==> src/rtl/ilk_pkg.sv <==
package ilk_pkg;

    typedef enum logic [2:0] {
        CL_FPALU  = 3'd0,
        CL_LOADD  = 3'd1,
        CL_STORED = 3'd2,
        CL_INTALU = 3'd3,
        CL_BRANCH = 3'd4
    } iclass_e;

    // kind of instruction that left a pending result
    typedef enum logic [1:0] {
        PR_FP  = 2'd0,
        PR_LD  = 2'd1,
        PR_INT = 2'd2
    } prod_e;

    // role in which a source operand is consumed
    typedef enum logic [1:0] {
        RL_FP     = 2'd0,
        RL_STDATA = 2'd1,
        RL_INT    = 2'd2,
        RL_BR     = 2'd3
    } role_e;

    typedef struct packed {
        logic  dst_en;
        prod_e prod;
        logic  a_en;
        role_e a_role;
        logic  b_en;
        role_e b_role;
    } ops_t;

endpackage

==> src/rtl/ilk_decode.sv <==
module ilk_decode
    import ilk_pkg::*;
#(
    parameter int TAG_W = 6
) (
    input  logic [2:0]       cls,
    input  logic [TAG_W-1:0] dst,
    input  logic [TAG_W-1:0] src_a,
    input  logic [TAG_W-1:0] src_b,
    output ops_t             ops
);

    localparam logic [TAG_W-1:0] ZERO_TAG = '0;

    ops_t raw;

    always_comb begin
        raw        = '0;
        raw.prod   = PR_FP;
        raw.a_role = RL_FP;
        raw.b_role = RL_FP;
        unique case (iclass_e'(cls))
            CL_FPALU: begin
                raw.dst_en = 1'b1;
                raw.prod   = PR_FP;
                raw.a_en   = 1'b1;
                raw.b_en   = 1'b1;
            end
            CL_LOADD: begin
                raw.dst_en = 1'b1;
                raw.prod   = PR_LD;
                raw.a_en   = 1'b1;
                raw.a_role = RL_INT;
            end
            CL_STORED: begin
                raw.a_en   = 1'b1;
                raw.a_role = RL_INT;
                raw.b_en   = 1'b1;
                raw.b_role = RL_STDATA;
            end
            CL_INTALU: begin
                raw.dst_en = 1'b1;
                raw.prod   = PR_INT;
                raw.a_en   = 1'b1;
                raw.a_role = RL_INT;
            end
            CL_BRANCH: begin
                raw.a_en   = 1'b1;
                raw.a_role = RL_BR;
                raw.b_en   = 1'b1;
                raw.b_role = RL_BR;
            end
            default: ;
        endcase
    end

    // integer register 0 never carries a dependency
    always_comb begin
        ops        = raw;
        ops.dst_en = raw.dst_en && (dst != ZERO_TAG);
        ops.a_en   = raw.a_en && (src_a != ZERO_TAG);
        ops.b_en   = raw.b_en && (src_b != ZERO_TAG);
    end

endmodule

==> src/rtl/ilk_score.sv <==
module ilk_score
    import ilk_pkg::*;
#(
    parameter int TAG_W      = 6,
    parameter int DEPTH      = 4,
    parameter int LAT_W      = 3,
    parameter int LAT_FP_FP  = 3,
    parameter int LAT_FP_ST  = 2,
    parameter int LAT_LD_FP  = 1,
    parameter int LAT_LD_ST  = 0,
    parameter int LAT_INT_BR = 1,
    parameter int LAT_INT_OP = 0
) (
    input  logic             clk,
    input  logic             rst_n,
    input  ops_t             ops,
    input  logic [TAG_W-1:0] in_dst,
    input  logic [TAG_W-1:0] in_src_a,
    input  logic [TAG_W-1:0] in_src_b,
    input  logic             alloc,
    output logic [LAT_W-1:0] need
);

    localparam int IDX_W = (DEPTH > 1) ? $clog2(DEPTH) : 1;

    function automatic int lat_of(prod_e p, role_e r);
        unique case (p)
            PR_FP:   return (r == RL_FP) ? LAT_FP_FP : (r == RL_STDATA) ? LAT_FP_ST : 0;
            PR_LD:   return (r == RL_FP) ? LAT_LD_FP : (r == RL_STDATA) ? LAT_LD_ST : 0;
            PR_INT:  return (r == RL_BR) ? LAT_INT_BR : (r == RL_INT) ? LAT_INT_OP : 0;
            default: return 0;
        endcase
    endfunction

    function automatic int lmax_of(prod_e p);
        int m;
        m = lat_of(p, RL_FP);
        if (lat_of(p, RL_STDATA) > m) m = lat_of(p, RL_STDATA);
        if (lat_of(p, RL_INT) > m)    m = lat_of(p, RL_INT);
        if (lat_of(p, RL_BR) > m)     m = lat_of(p, RL_BR);
        return m;
    endfunction

    // cycles still missing for a consumer in role r of an entry
    function automatic logic [LAT_W-1:0] gap_need(logic [LAT_W-1:0] rem, prod_e p, role_e r);
        int slack;
        slack = lmax_of(p) - lat_of(p, r);
        if (int'(rem) > slack) return LAT_W'(int'(rem) - slack);
        return '0;
    endfunction

    logic             ent_vld  [DEPTH];
    logic [TAG_W-1:0] ent_tag  [DEPTH];
    prod_e            ent_prod [DEPTH];
    logic [LAT_W-1:0] ent_rem  [DEPTH];

    logic [DEPTH-1:0] hit_a, hit_b, hit_d, reuse, live_zero;
    logic [LAT_W-1:0] need_a [DEPTH];
    logic [LAT_W-1:0] need_b [DEPTH];

    for (genvar i = 0; i < DEPTH; i++) begin : g_ent
        assign hit_a[i]     = ent_vld[i] && ops.a_en && (ent_tag[i] == in_src_a);
        assign hit_b[i]     = ent_vld[i] && ops.b_en && (ent_tag[i] == in_src_b);
        assign hit_d[i]     = ent_vld[i] && (ent_tag[i] == in_dst);
        assign reuse[i]     = !ent_vld[i] || (ent_rem[i] == LAT_W'(1));
        assign live_zero[i] = ent_vld[i] && (ent_rem[i] == '0);
        assign need_a[i]    = hit_a[i] ? gap_need(ent_rem[i], ent_prod[i], ops.a_role) : '0;
        assign need_b[i]    = hit_b[i] ? gap_need(ent_rem[i], ent_prod[i], ops.b_role) : '0;
    end

    always_comb begin
        need = '0;
        for (int i = 0; i < DEPTH; i++) begin
            if (need_a[i] > need) need = need_a[i];
            if (need_b[i] > need) need = need_b[i];
        end
    end

    // slot choice: a superseded entry first, otherwise the first reusable one
    logic [IDX_W-1:0] slot;
    logic             slot_ok;
    logic             do_alloc;

    assign do_alloc = alloc && ops.dst_en;

    always_comb begin
        slot    = '0;
        slot_ok = 1'b0;
        for (int i = 0; i < DEPTH; i++) begin
            if (hit_d[i] && !slot_ok) begin
                slot    = IDX_W'(i);
                slot_ok = 1'b1;
            end
        end
        for (int i = 0; i < DEPTH; i++) begin
            if (reuse[i] && !slot_ok) begin
                slot    = IDX_W'(i);
                slot_ok = 1'b1;
            end
        end
    end

    always_ff @(posedge clk or negedge rst_n) begin
        if (!rst_n) begin
            for (int i = 0; i < DEPTH; i++) begin
                ent_vld[i]  <= 1'b0;
                ent_tag[i]  <= '0;
                ent_prod[i] <= PR_FP;
                ent_rem[i]  <= '0;
            end
        end else begin
            for (int i = 0; i < DEPTH; i++) begin
                if (do_alloc && slot == IDX_W'(i)) begin
                    ent_vld[i]  <= (lmax_of(ops.prod) > 0);
                    ent_tag[i]  <= in_dst;
                    ent_prod[i] <= ops.prod;
                    ent_rem[i]  <= LAT_W'(lmax_of(ops.prod));
                end else if (ent_vld[i]) begin
                    if (ent_rem[i] <= LAT_W'(1)) begin
                        ent_vld[i] <= 1'b0;
                        ent_rem[i] <= '0;
                    end else begin
                        ent_rem[i] <= ent_rem[i] - LAT_W'(1);
                    end
                end
            end
        end
    end

    // a register has at most one governing entry
    p_single_hit_r10: assert property (@(posedge clk) disable iff (!rst_n)
        $onehot0(hit_a) && $onehot0(hit_b));

    // a writer always finds a slot
    p_slot_found_r10: assert property (@(posedge clk) disable iff (!rst_n)
        do_alloc |-> slot_ok);

    // an entry is retired no later than the cycle its count runs out
    p_live_count_r6: assert property (@(posedge clk) disable iff (!rst_n)
        live_zero == '0);

endmodule

==> src/rtl/ilk_seq.sv <==
module ilk_seq #(
    parameter int LAT_W = 3
) (
    input  logic             clk,
    input  logic             rst_n,
    input  logic             in_valid,
    input  logic [LAT_W-1:0] need,
    output logic             issue,
    output logic             stall
);

    typedef enum logic {
        S_READY = 1'b0,
        S_WAIT  = 1'b1
    } seq_e;

    seq_e             st, st_n;
    logic [LAT_W-1:0] cnt, cnt_n;

    always_ff @(posedge clk or negedge rst_n) begin
        if (!rst_n) begin
            st  <= S_READY;
            cnt <= '0;
        end else begin
            st  <= st_n;
            cnt <= cnt_n;
        end
    end

    always_comb begin
        st_n  = st;
        cnt_n = cnt;
        unique case (st)
            S_READY: begin
                if (in_valid && need > LAT_W'(1)) begin   // enter_wait
                    st_n  = S_WAIT;
                    cnt_n = need - LAT_W'(1);
                end
            end
            S_WAIT: begin
                cnt_n = cnt - LAT_W'(1);
                if (cnt == LAT_W'(1)) st_n = S_READY;   // wait_done
            end
            default: st_n = S_READY;
        endcase
    end

    always_comb begin
        issue = 1'b0;
        stall = 1'b0;
        unique case (st)
            S_READY: begin
                stall = in_valid && (need != '0);
                issue = in_valid && (need == '0);
            end
            S_WAIT:  stall = 1'b1;
            default: ;
        endcase
    end

    // on wait_done the table must show the gap closed
    p_wait_clear_r6: assert property (@(posedge clk) disable iff (!rst_n)
        (st == S_READY && $past(st == S_WAIT) && in_valid) |-> (need == '0));

    // waiting only happens with an instruction held at the input
    p_hold_input_r12: assert property (@(posedge clk) disable iff (!rst_n)
        (st == S_WAIT) |-> in_valid);

    // the wait counter is never idle in S_WAIT
    p_wait_count_r1: assert property (@(posedge clk) disable iff (!rst_n)
        (st == S_WAIT) |-> (cnt != '0));

endmodule

==> src/rtl/ilk_issue_ctl.sv <==
module ilk_issue_ctl #(
    parameter int REG_IDX_W  = 5,
    parameter int DEPTH      = 4,
    parameter int LAT_W      = 3,
    parameter int LAT_FP_FP  = 3,
    parameter int LAT_FP_ST  = 2,
    parameter int LAT_LD_FP  = 1,
    parameter int LAT_LD_ST  = 0,
    parameter int LAT_INT_BR = 1,
    parameter int LAT_INT_OP = 0
) (
    input  logic                 clk,
    input  logic                 rst_n,
    input  logic                 in_valid,
    input  logic [2:0]           in_class,
    input  logic [REG_IDX_W:0]   in_dst,
    input  logic [REG_IDX_W:0]   in_src_a,
    input  logic [REG_IDX_W:0]   in_src_b,
    output logic                 issue,
    output logic                 stall
);

    import ilk_pkg::*;

    localparam int TAG_W = REG_IDX_W + 1;

    ops_t             ops;
    logic [LAT_W-1:0] need;

    ilk_decode #(.TAG_W(TAG_W)) u_decode (
        .cls   (in_class),
        .dst   (in_dst),
        .src_a (in_src_a),
        .src_b (in_src_b),
        .ops   (ops)
    );

    ilk_score #(
        .TAG_W      (TAG_W),
        .DEPTH      (DEPTH),
        .LAT_W      (LAT_W),
        .LAT_FP_FP  (LAT_FP_FP),
        .LAT_FP_ST  (LAT_FP_ST),
        .LAT_LD_FP  (LAT_LD_FP),
        .LAT_LD_ST  (LAT_LD_ST),
        .LAT_INT_BR (LAT_INT_BR),
        .LAT_INT_OP (LAT_INT_OP)
    ) u_score (
        .clk      (clk),
        .rst_n    (rst_n),
        .ops      (ops),
        .in_dst   (in_dst),
        .in_src_a (in_src_a),
        .in_src_b (in_src_b),
        .alloc    (issue),
        .need     (need)
    );

    ilk_seq #(.LAT_W(LAT_W)) u_seq (
        .clk      (clk),
        .rst_n    (rst_n),
        .in_valid (in_valid),
        .need     (need),
        .issue    (issue),
        .stall    (stall)
    );

    // exactly one answer per valid cycle, none otherwise
    p_one_answer_r12: assert property (@(posedge clk) disable iff (!rst_n)
        in_valid ? (issue ^ stall) : !(issue || stall));

    // a branch on integer register 0 alone never waits
    p_zero_reg_r9: assert property (@(posedge clk) disable iff (!rst_n)
        (in_valid && in_class == 3'd4 && in_src_a == '0 && in_src_b == '0) |-> !stall);

endmodule

==> config.mk <==
export PLATFORM = sky130hd
export DESIGN_NAME = ilk_issue_ctl
export DESIGN_NICKNAME = d
export VERILOG_FILES = /design/src/rtl/ilk_pkg.sv /design/src/rtl/ilk_decode.sv /design/src/rtl/ilk_score.sv /design/src/rtl/ilk_seq.sv /design/src/rtl/ilk_issue_ctl.sv
export SDC_FILE = /design/constraint.sdc
export NUM_CORES = 1
export LEC_CHECK = 0
export BUFFER_PORTS_ARGS = -buffer_cell sky130_fd_sc_hd__buf_2
export CELL_PAD_IN_SITES_DETAIL_PLACEMENT = 1
export CELL_PAD_IN_SITES_GLOBAL_PLACEMENT = 2
export CORE_MARGIN = 1
export CORE_UTILIZATION = 40
export CTS_CLUSTER_SIZE = 40
export DETAILED_ROUTE_END_ITERATION = 8
export PLACE_DENSITY_LB_ADDON = 0.1
export SLEW_MARGIN = 20
export SYNTH_ARGS = -nofsm -noshare
export SYNTH_HDL_FRONTEND = slang
export SYNTH_SLANG_ARGS = --single-unit
==> constraint.sdc <==
create_clock -name clk -period 21.1 [get_ports clk]
set_input_delay 4.22 -clock clk [delete_from_list [all_inputs] [get_ports clk]]
set_output_delay 4.22 -clock clk [all_outputs]
set_load 0.05 [all_outputs]
# Word-level counts from Yosys, hierarchy flattened
# Index checks and enable logic that the tools add are counted.
# W data, S select, Z words.
dict set report totals {
  latchBits 0
  input_bits 24
  ff_bits 52
  ramBits 0
  elab_cells 376
  rom_bits 0
  memories 0
}
dict set report op_classes {
  addsub 22
  bitwise_logic 1
  n_lt_le_gt_ge 49
  reduce_logical 74
  shifts 0
  n_mux 173
  eq_ne 39
  div_mod_pow 0
  n_mul 0
}
# operator count
set op_table {}
lappend op_table {{$mux W32} 53}
lappend op_table {{$pmux W32 S3} 8}
lappend op_table {{$gt A32 B32 Y1} 12}
lappend op_table {{$gt A4 B32 Y1} 8}
lappend op_table {{$sub A32 B32 Y32} 8}
lappend op_table {{$mux W3} 45}
lappend op_table {{$gt A1 B32 Y1 const A} 4}
lappend op_table {{$gt A2 B32 Y1} 4}
lappend op_table {{$gt A32 B1 Y1 const B} 4}
lappend op_table {{$eq A6 B6 Y1} 12}
lappend op_table {{$mux W1} 42}
lappend op_table {{$logic_and A1 B1 Y1} 38}
lappend op_table {{$mux W2} 14}
lappend op_table {{$pmux W2 S2} 7}
lappend op_table {{$sub A3 B3 Y3} 8}
lappend op_table {{$gt A3 B3 Y1} 7}
lappend op_table {{$eq A2 B2 Y1 const B} 9}
lappend op_table {{$eq A3 B1 Y1 const B} 6}
lappend op_table {{$reduce_bool A6 Y1} 3}
lappend op_table {{$sub A3 B1 Y3 const B} 6}
lappend op_table {{$eq A2 B1 Y1 const B} 8}
lappend op_table {{$logic_not A2 Y1} 8}
lappend op_table {{$le A3 B1 Y1 const B} 4}
lappend op_table {{$logic_not A1 Y1} 11}
lappend op_table {{15 further kinds} 29}

# Depth between registers and ports, before layout
# Gate-level depths: netlist of the first run.
dict set report logic_depth {
  ltp_word 46
  depth_mapped 65
  depth_no_buf 63
}

# Modules after synthesis
# A second synthesis of the first run with hierarchy kept.
dict set report hier_totals {
  hier_cells 629
  hier_area_um2 5804.3
}
# module seq_area_each_um2 area_each_um2 cells_per_inst n_inst
set by_module_without_submodules {}
lappend by_module_without_submodules {ilk_score 1201.2 5355.1 572 1}
lappend by_module_without_submodules {ilk_seq 100.1 331.6 38 1}
lappend by_module_without_submodules {ilk_decode 0.0 117.6 19 1}

# Least setup slack after synthesis of the first run
# OpenSTA, ideal clock, no wires.
dict set report synth_timing {
  path_kind {input to output}
  start {input in_class[1]}
  end {output issue}
  arrival_ns 15.226
  path_buffers 0
  slack_ns 1.654
  cell_stages 55
  cell_sequence {nor2_1 > nand2_1 > o21ai_0 > a21oi_1 > ha_1 > fa_1 > nor2b_1 > o21ai_1 > or3_1 > or2_2 > or3_1 > ha_1 > and3_1 > a21oi_1 > nor3_1 > a32oi_2 > ha_1 > nand3_1 > [... 19 more ...] > o21ai_1 > or2_2 > nand2_1 > ha_1 > nor2b_1 > o21ai_0 > a32o_1 > a31oi_1 > ha_1 > nor2b_1 > o21ai_0 > a21boi_0 > mux2i_1 > and2_4 > ha_1 > ha_1 > nand2_1 > nor2_1}
}
dict set report synth_between {
  elab_chain_len 31
}
# element line
set synth_lines {}
lappend synth_lines {{start: declaration} ilk_issue_ctl.sv:15} ;# input logic [2:0] in_class,
lappend synth_lines {{$eq A3 B1 Y1 / $eq A3 B2 Y1 (equally long branches)} ilk_decode.sv:22} ;# unique case (iclass_e'(cls))
lappend synth_lines {{$reduce_or A3 Y1 (no source line)} --}
lappend synth_lines {{$pmux W2 S2} ilk_decode.sv:22}
lappend synth_lines {{$eq A2 B1 Y1} ilk_score.sv:28} ;# PR_FP: return (r == RL_FP) ? LAT_FP_FP : (r == RL_STDATA) ? LAT_FP_ST : 0;
lappend synth_lines {{$mux W2 (2 in a row)} ilk_score.sv:28}
lappend synth_lines {{$pmux W32 S3} ilk_score.sv:27} ;# unique case (p)
lappend synth_lines {{$sub A32 B32 Y32} ilk_score.sv:47} ;# slack = lmax_of(p) - lat_of(p, r);
lappend synth_lines {{$gt A4 B32 Y1 / $sub A3 B3 Y3 (equally long branches)} ilk_score.sv:48} ;# if (int'(rem) > slack) return LAT_W'(int'(rem) - slack);
lappend synth_lines {{[... 14 more ...]} --}
lappend synth_lines {{$mux W3} ilk_score.sv:75} ;# if (need_b[i] > need) need = need_b[i];
lappend synth_lines {{$gt A3 B3 Y1} ilk_score.sv:74} ;# if (need_a[i] > need) need = need_a[i];
lappend synth_lines {{$mux W3} ilk_score.sv:74}
lappend synth_lines {{$gt A3 B3 Y1} ilk_score.sv:75}
lappend synth_lines {{$mux W3 (*)} ilk_score.sv:75}
lappend synth_lines {{$logic_not A3 Y1 (*)} ilk_seq.sv:54} ;# issue = in_valid && (need == '0);
lappend synth_lines {{$logic_and A1 B1 Y1 (*)} ilk_seq.sv:54}
lappend synth_lines {{$mux W1 (*)} ilk_seq.sv:51} ;# unique case (st)
lappend synth_lines {{end: declaration} ilk_issue_ctl.sv:19} ;# output logic issue,
# Mark *: on every way between the ends. The rest lies on a longest branch, timed or not. The select of a mux whose other input is x is not followed.

# Worst setup path after layout of the first run
# Same ends and word-level chain as after synthesis.

==> metrics.cfg, run 1 <==
[power_and_ir_drop]
ir_worst_vdd_uv = 50.2
power_frac_seq = 0.299
internal_power_mw = 0.322
p_comb_frac = 0.538
power_density_nw_per_um2 = 91.7
switching_power_mw = 0.259
power.share.clock = 0.163
sw_frac_of_total = 0.446
power.leakage_nw = 2.69

[timing]
maxSlewHeadroom = 0.315
drv_slew = 0
hold_violations = 0
fin_skew_ns = 0.0104
clock.fmax_mhz = 49.7
fin_crit_sh = 0.954
setup_viol = 0
worst_pin_slew_ns = 1.03
finalCriticalPeriod_ns = 20.13
rsz0062_at_grt = false
tns_ns = 0

[setup_path]
crit_top_cell = ha_1
r2r_slack_ns = 7.93
crit_buf_inv = 4
critical_path_arrival_ns = 15.91
cp-startpoint = in_class[1]
cp_top_family = simple AND/OR/NAND/NOR gates
cp.depth = 61
r2r_end = u_score.ent_tag[14]$_DFFE_PN0P_
path_max_fanout = 8
path_class = input port to primary output
endpoint = issue
reg2reg_depth = 60
cp_slowest_cell = or3_1
r2r_start = u_score.ent_prod[7]$_DFFE_PN0P_
cp.required_ns = 16.88
cpPeakStageDelay_ns = 0.41
cp-end-kind = primary output
start_kind = input port

[detailed_routing]
wire_per_inst_um = 19.9
dr_total_vias = 4916
drtIter0Drc = 201
drtPass1Iterations = 4
vias_per_cell = 5.70
drc = 0
drt-total-wl_mm = 17.2
ant_nets = 0

[die]
ios = 26
die_x_um = 123
start_util = 0.417
die-area_um2 = 15200
row_count = 43
core_area_um2 = 14100
dieHeight_um = 123

[global_routing]
grt_max_degree = 53
antenna_found_initial = 1
grt_pass1_vias = 5110
grt-ovfl-total = 0
grt_pass1_wl_mm = 27.5
grtUsageTotal = 0.241

[logic_synthesis]
synthCells = 661
yosysUniqueCellTypes = 78
synth-edff-count = 0
async_flop_share = 1.00
synth-seq-cells = 52
synth_ff_type = dfrtp_1
synth_warnings = 0
seq_area_frac_synth = 0.221
synth_area_per_cell_um2 = 8.90
synth_area_um2 = 5880

[cells_and_area]
multi_input_area_um2 = 4330
nets = 782
final_cell_area_um2 = 6340
seq_area_um2 = 1300
drive_above_1_share = 0.153
syn_to_final_growth_pct = 7.85
fillers = 1653

[clock_tree]
cts_tree = built
cts_buffers = 5
cts_hold_buf = 0
path_clk_slew_ns = 0.07
clock_path_buffers = 2
cts_sinks = 52
htreeDepth = 2
cts_root_buffer = clkbuf_16
clk_latency_ns = 0.30

[job]
maxCapViolCount = 0

[placed_design]
place.gp.congestion = 0.876
dpl_cell_area_um2 = 6150
hpwl_mm = 14.2
portBuffers = 25

[status]
outcome = finished, final reports clean

[hold_path]
min_path_type = flop to flop

-- synth_stat cells, types with 5 or more instances --
cell	n	area, um2
nor2b_1	16	100
o2111ai_1	5	43.8
ha_1	68	851
fa_1	10	200
a21boi_0	6	45.0
and2_1	10	62.6
dfrtp_1	52	1300
o21ai_0	27	135
o22ai_1	5	31.3
nand2b_1	8	50.1
nand3_1	21	105
nor4_1	12	75.1
nand2_1	46	173
buf_2	10	50.1
a31oi_1	7	43.8
nor2_1	30	113
xnor2_1	64	561
clkbuf_1	13	48.8
and3_1	7	43.8
nor3_1	17	85.1
xor2_1	18	158
nand3b_1	6	45.0
nand4_1	14	87.6
o21ai_1	5	25.0
inv_1	42	158
or2_2	7	43.8
a21oi_1	26	130
mux2_2	36	405
-- layout make-up --
cell class | count | area share
repair buffers | 29 | 0.0249
multi-input cells | 550 | 0.683
flip-flops and latches | 52 | 0.205
clock inverters | 2 | 0.00552
inverters | 42 | 0.0249
well taps | 180 | 0.0355
diodes | 2 | 0.000789
clock buffers | 6 | 0.0203
-- power groups by stage --
stage          combinational [mW]  sequential, mW  clock, mW
2_1_floorplan               0.241           0.160          0
4_1_cts                     0.312           0.174     0.0978
5_1_grt                     0.348           0.180      0.101
3_3_place_gp                0.299           0.174          0
6_report                    0.313           0.174     0.0946
3_5_place_dp                0.310           0.176          0
-- stage by stage --
step | std cells | worst slack (ns) | power, mW | utilization | hold WS [ns]
global placement | 852 | 0.768 | 0.473 | 0.436 | 0.509
detailed placement | 852 | 0.210 | 0.486 | 0.436 | 0.533
global route | 861 | 0.0292 | 0.629 | 0.450 | 0.580
CTS | 860 | 0.197 | 0.584 | 0.448 | 0.542
floorplan | 672 | 1.65 | 0.401 | - | 0.494
finish | 863 | 0.971 | 0.581 | 0.450 | 0.542
-- how the worst min path moves through the flow --
| stage | startpoint | end | slack [ns] | cells after the start |
|---|---|---|---|---|
| 2_1_floorplan | u_seq.cnt[2]$_DFFE_PN0P_ | u_seq.st$_DFF_PN0_ | 0.49 | 1 |
| 3_3_place_gp | u_seq.cnt[2]$_DFFE_PN0P_ | u_seq.st$_DFF_PN0_ | 0.51 | 1 |
| 3_5_place_dp | u_seq.cnt[2]$_DFFE_PN0P_ | u_seq.st$_DFF_PN0_ | 0.53 | 1 |
| 4_1_cts | u_seq.cnt[2]$_DFFE_PN0P_ | u_seq.st$_DFF_PN0_ | 0.54 | 1 |
| 5_1_grt | u_seq.cnt[2]$_DFFE_PN0P_ | u_seq.st$_DFF_PN0_ | 0.58 | 1 |
| 6_report | u_seq.cnt[2]$_DFFE_PN0P_ | u_seq.st$_DFF_PN0_ | 0.54 | 1 |
-- logic make-up after synthesis --
group | share of synthesized area
AOI/OAI and AO/OA | 0.156
xor gates and xnor gates | 0.125
adders and majority gates | 0.179
buffers and inverters | 0.0513
DFF | 0.221
muxes | 0.0706
other | 0.000638
and+or+nand+nor | 0.197
-- registers in the layout, indices dropped and copies added, names as in the netlist --
name and cells:
u_seq.cnt 3, u_score.ent_vld 4, u_score.ent_prod 8, u_score.ent_tag 24, u_seq.st 1, u_score.ent_rem 12
-- layout by cell type, fill, tap and decap left out, types with 16 or more instances in the layout --
cell,count
dfrtp_1,52
mux2_2,36
nand2_1,46
xnor2_1,64
nand3_1,21
buf_2,24
a21oi_1,25
xor2_1,18
nor2_1,29
nor3_1,17
o21ai_0,24
ha_1,68
nor2b_1,16
inv_1,42
-- what timing repair did --
item	4_1_cts	5_1_grt
endpoints found under the hold margin	0	0
resized for setup	0	12
buffers inserted	0	1
setup endpoints to repair	0	2
-- layer usage --
| metal | share of wire | up-vias | GRT usage |
|---|---|---|---|
| met5 | 0 | - | 0 |
| met4 | 0.014 | 0 | 0.0572 |
| met3 | 0.019 | 17 | 0.0198 |
| met2 | 0.48 | 63 | 0.418 |
| met1 | 0.49 | 2443 | 0.324 |
| li1 | - | 2393 | - |
Note: power is estimated with default switching activity, not from simulation.
==> run 2, diff against run 1 <==
REMOVE_ABC_BUFFERS = 1   (was not set)
==> run 2 against run 1 <==
- critical path depth is the same
- power shrank 1.5%
- fmax is essentially flat
- design area shrank 0.57%
- worst hold slack lost 0.0067 ns
- sequential share of layout area grew 0.12 points
- largest power group unchanged
- sequential power is essentially flat
- core utilization shrank 0.26 points
- combinational power is essentially flat
- die area is the same
- setup slack gained 0.018 ns
- non-clock buffer count shrank 1
==> metrics.cfg, run 2 (synthesis results as in run 1) <==
[timing]
whs_ns = 0.535
rsz0062_at_grt = false
drv_slew = 0
finalCriticalPeriod_ns = 20.11
fin_skew_ns = 0.00737
clock.fmax_mhz = 49.7
worst_pin_slew_ns = 1.07
maxSlewHeadroom = 0.286
setup_viol = 0
fin_crit_sh = 0.953
fin_ws_ns = 0.989
tns_ns = 0
hold_violations = 0

[placed_design]
post-place-ws_ns = 0.467
portBuffers = 25
dp.cells = 852
dpl_cell_area_um2 = 6150
place.gp.congestion = 0.902
hpwl_mm = 14.3

[clock_tree]
post_cts_buffers = 0
cts_buffers = 5
cts_tree = built
postCtsResizedCells = 0
cts_root_buffer = clkbuf_16
clock_path_buffers = 2
clk_latency_ns = 0.29
cts_hold_buf = 0
path_clk_slew_ns = 0.07
htreeDepth = 2
cts_sinks = 52

[detailed_routing]
drt-total-wl_mm = 17.3
drtIter0Drc = 193
wire_per_inst_um = 20.1
drtPass1Iterations = 4
drc = 0
vias_per_cell = 5.71
dr_total_vias = 4912
ant_nets = 0

[hold_path]
min_path_type = flop to flop

[cells_and_area]
antenna_cells = 0
final_cell_area_um2 = 6310
most-common-layout-cells = 68 x ha_1, 64 x xnor2_1, 52 x dfrtp_1
largest_reg_flops = 24
post-route-util = 0.447
drive_above_1_share = 0.147
fin_cells = 860
fillers = 1680
layout_commonest_cell = ha_1
largest_register = u_score.ent_tag
syn_to_final_growth_pct = 7.23
nets = 781
reg_top3 = u_score.ent_tag (24), u_score.ent_rem (12), u_score.ent_prod (8)

[die]
die-area_um2 = 15200
core_area_um2 = 14100
row_count = 43
ios = 26
start_util = 0.417
die_x_um = 123
dieHeight_um = 123

[setup_path]
path_class = input port to primary output
r2r_start = u_score.ent_prod[7]$_DFFE_PN0P_
cpPeakStageDelay_ns = 0.41
path_max_fanout = 8
start_kind = input port
r2r_end = u_score.ent_tag[12]$_DFFE_PN0P_
cp_slowest_cell = or3_1
cp-startpoint = in_class[0]
endpoint = issue
crit_top_cell = ha_1
cp.required_ns = 16.88
r2r_slack_ns = 7.80
reg2reg_depth = 60
critical_path_arrival_ns = 15.89
cp-end-kind = primary output

[job]
maxCapViolCount = 0

[global_routing]
grtUsageTotal = 0.241
grt-ovfl-total = 0
grt_max_degree = 53
grt_pass1_wl_mm = 27.7
antenna_found_initial = 0
grt_pass1_vias = 5192

[status]
outcome = finished, final reports clean

[power_and_ir_drop]
total_power_mw = 0.572
ir_worst_vdd_uv = 45.8
power.leakage_nw = 2.68
power_density_nw_per_um2 = 90.8

## run 2: worst min path at each step
stage                        startpoint                  to  slack [ns]  depth (start not counted)
3_3_place_gp   u_seq.cnt[2]$_DFFE_PN0P_  u_seq.st$_DFF_PN0_        0.52                          1
6_report       u_seq.cnt[2]$_DFFE_PN0P_  u_seq.st$_DFF_PN0_        0.54                          1
2_1_floorplan  u_seq.cnt[2]$_DFFE_PN0P_  u_seq.st$_DFF_PN0_        0.49                          1
5_1_grt        u_seq.cnt[2]$_DFFE_PN0P_  u_seq.st$_DFF_PN0_        0.57                          1
4_1_cts        u_seq.cnt[2]$_DFFE_PN0P_  u_seq.st$_DFF_PN0_        0.54                          1
3_5_place_dp   u_seq.cnt[2]$_DFFE_PN0P_  u_seq.st$_DFF_PN0_        0.53                          1
## run 2: worst max-delay path, delay by kind of cell
kind                     cells  cell delay (ns)
AND/OR/NAND/NOR             26             4.20
AO/OA/AOI/OAI               20             3.96
adder cells (fa/ha/maj)     11             2.82
buffers and inverters        4             0.66
## run 2: where the power goes
part	total [mW]	switching, mW	internal [mW]
clock network	0.0850	0.0375	0.0475
registers	0.175	0.0459	0.129
logic	0.313	0.176	0.137
total	0.572	0.259	0.313
## run 2: final cells by class
class	instances	area [um2]	area share
clock buffers	8	146	0.0232
inverters	42	158	0.0250
multi-input cells	550	4330	0.686
flip-flops and latches	52	1300	0.206
well taps	180	225	0.0357
repair buffers	28	150	0.0238
## run 2: per-layer routing
metal	track usage	wire, um	vias to the layer above
li1	-	-	2375
met1	0.323	8250	2469
met2	0.426	8450	60
met3	0.0157	436	8
met4	0.0429	146	0
met5	0	0	-
==> run 3, diff against run 2 <==
CAP_MARGIN = 10   (was not set)
RECOVER_POWER = 100   (was not set)
==> run 3 against run 2 <==
- non-clock buffer count stayed put
- sequential cell count is the same
- critical endpoint unchanged
- the run now ends with capacitance limit, slew limit left
- combinational power about the same
- power decreased by 0.24%
- highest routed layer unchanged
- count of clock-buffer cells in the layout unchanged
- clock power hardly changed
- critical path depth is the same
==> metrics.cfg, run 3 (synthesis results as in run 1) <==
[status]
outcome = finished, violations left
violations = capacitance limit, slew limit

[timing]
fin_ws_ns = 0.957
fin_crit_sh = 0.955
clock.fmax_mhz = 49.6
setup_viol = 0
worst_pin_slew_ns = 2.96
maxSlewHeadroom = -0.974
hold_violations = 0
fin_skew_ns = 0.00658
tns_ns = 0
drv_slew = 53
finalCriticalPeriod_ns = 20.14
rsz0062_at_grt = false

[detailed_routing]
drtIter0Drc = 169
dr_total_vias = 4904
wire_per_inst_um = 20.0
drt-total-wl_mm = 17.2
ant_nets = 0
drtPass1Iterations = 4
drc = 0
vias_per_cell = 5.70

[setup_path]
cp-end-kind = primary output
cpPeakStageDelay_ns = 0.42
r2r_start = u_score.ent_prod[7]$_DFFE_PN0P_
cp_top_family = simple AND/OR/NAND/NOR gates
endpoint = issue
path_max_fanout = 8
path_class = input port to primary output
cp.depth = 61
critical_path_arrival_ns = 15.92
crit_buf_inv = 4
r2r_end = u_score.ent_tag[12]$_DFFE_PN0P_
cp.required_ns = 16.88
start_kind = input port
crit_top_cell = ha_1
r2r_slack_ns = 7.77
cp_slowest_cell = or3_1
reg2reg_depth = 60
cp-startpoint = in_class[0]

[placed_design]
hpwl_mm = 14.3
place.gp.congestion = 0.902
dp.cells = 852
dpl_cell_area_um2 = 6150
post-place-ws_ns = 0.467
portBuffers = 25

[clock_tree]
htreeDepth = 2
cts_buffers = 5
clock_path_buffers = 2
clk_latency_ns = 0.29
cts_hold_buf = 0
path_clk_slew_ns = 0.07
cts_sinks = 52
postCtsResizedCells = 0
cts_root_buffer = clkbuf_16
post_cts_buffers = 0
cts_tree = built

[power_and_ir_drop]
internal_power_mw = 0.313
switching_power_mw = 0.258
p_comb_frac = 0.545
power.share.clock = 0.149
power_density_nw_per_um2 = 90.6
power_frac_seq = 0.306
power.leakage_nw = 2.67
sw_frac_of_total = 0.452
ir_worst_vdd_uv = 46.0

[global_routing]
antenna_found_initial = 0
grt_pass1_wl_mm = 27.7
grt_pass1_vias = 5192
grt_max_degree = 53
grtUsageTotal = 0.241
grt-ovfl-total = 0

[die]
die-area_um2 = 15200
dieHeight_um = 123
start_util = 0.417
core_area_um2 = 14100
ios = 26
die_x_um = 123
row_count = 43

[cells_and_area]
reg_top3 = u_score.ent_tag (24), u_score.ent_rem (12), u_score.ent_prod (8)
largest_register = u_score.ent_tag
antenna_cells = 0
syn_to_final_growth_pct = 7.17
largest_reg_flops = 24
fillers = 1680
most-common-layout-cells = 68 x ha_1, 64 x xnor2_1, 52 x dfrtp_1
drive_above_1_share = 0.146
nets = 781
layout_commonest_cell = ha_1
final_cell_area_um2 = 6300
fin_cells = 860

[job]
maxCapViolCount = 1

[hold_path]
min_path_type = flop to flop

## run 3: how the worst min path moves through the flow
| stage | start | end | slack (ns) | depth (start not counted) |
|---|---|---|---|---|
| floorplan | u_seq.cnt[2]$_DFFE_PN0P_ | u_seq.st$_DFF_PN0_ | 0.49 | 1 |
| global placement | u_seq.cnt[2]$_DFFE_PN0P_ | u_seq.st$_DFF_PN0_ | 0.52 | 1 |
| detailed placement | u_seq.cnt[2]$_DFFE_PN0P_ | u_seq.st$_DFF_PN0_ | 0.53 | 1 |
| CTS | u_seq.cnt[2]$_DFFE_PN0P_ | u_seq.st$_DFF_PN0_ | 0.54 | 1 |
| global route | u_seq.cnt[2]$_DFFE_PN0P_ | u_seq.st$_DFF_PN0_ | 0.57 | 1 |
| finish | u_seq.cnt[2]$_DFFE_PN0P_ | u_seq.st$_DFF_PN0_ | 0.54 | 1 |
## run 3: per-layer routing
metal | vias up | GRT usage | routed length [um]
met5 | - | 0 | 0
met4 | 0 | 0.0429 | 146
met3 | 8 | 0.0157 | 581
met2 | 66 | 0.426 | 8450
met1 | 2460 | 0.323 | 8050
li1 | 2370 | - | -
## run 3: final cells by class
type	count	area, um2	share of cell area
tap	180	225	0.0357
multi-input combinational	550	4330	0.686
clock buffer	8	146	0.0232
sequential	52	1300	0.206
inverter	42	158	0.0250
timing repair buffer	28	146	0.0232
## run 3: power groups by stage
stage	Combinational, mW	Clock, mW	Sequential, mW
2_1_floorplan	0.230	0	0.164
3_3_place_gp	0.300	0	0.175
3_5_place_dp	0.311	0	0.177
6_report	0.311	0.0849	0.175
4_1_cts	0.313	0.0878	0.175
5_1_grt	0.350	0.0904	0.180
## run 3: per-stage QoR
step / utilization / hold slack, ns / power, mW
6_report: 0.447 / 0.535 / 0.571
5_1_grt: 0.447 / 0.569 / 0.621
4_1_cts: 0.447 / 0.544 / 0.576
3_5_place_dp: 0.436 / 0.530 / 0.487
3_3_place_gp: 0.436 / 0.518 / 0.476
2_1_floorplan: - / 0.494 / 0.394
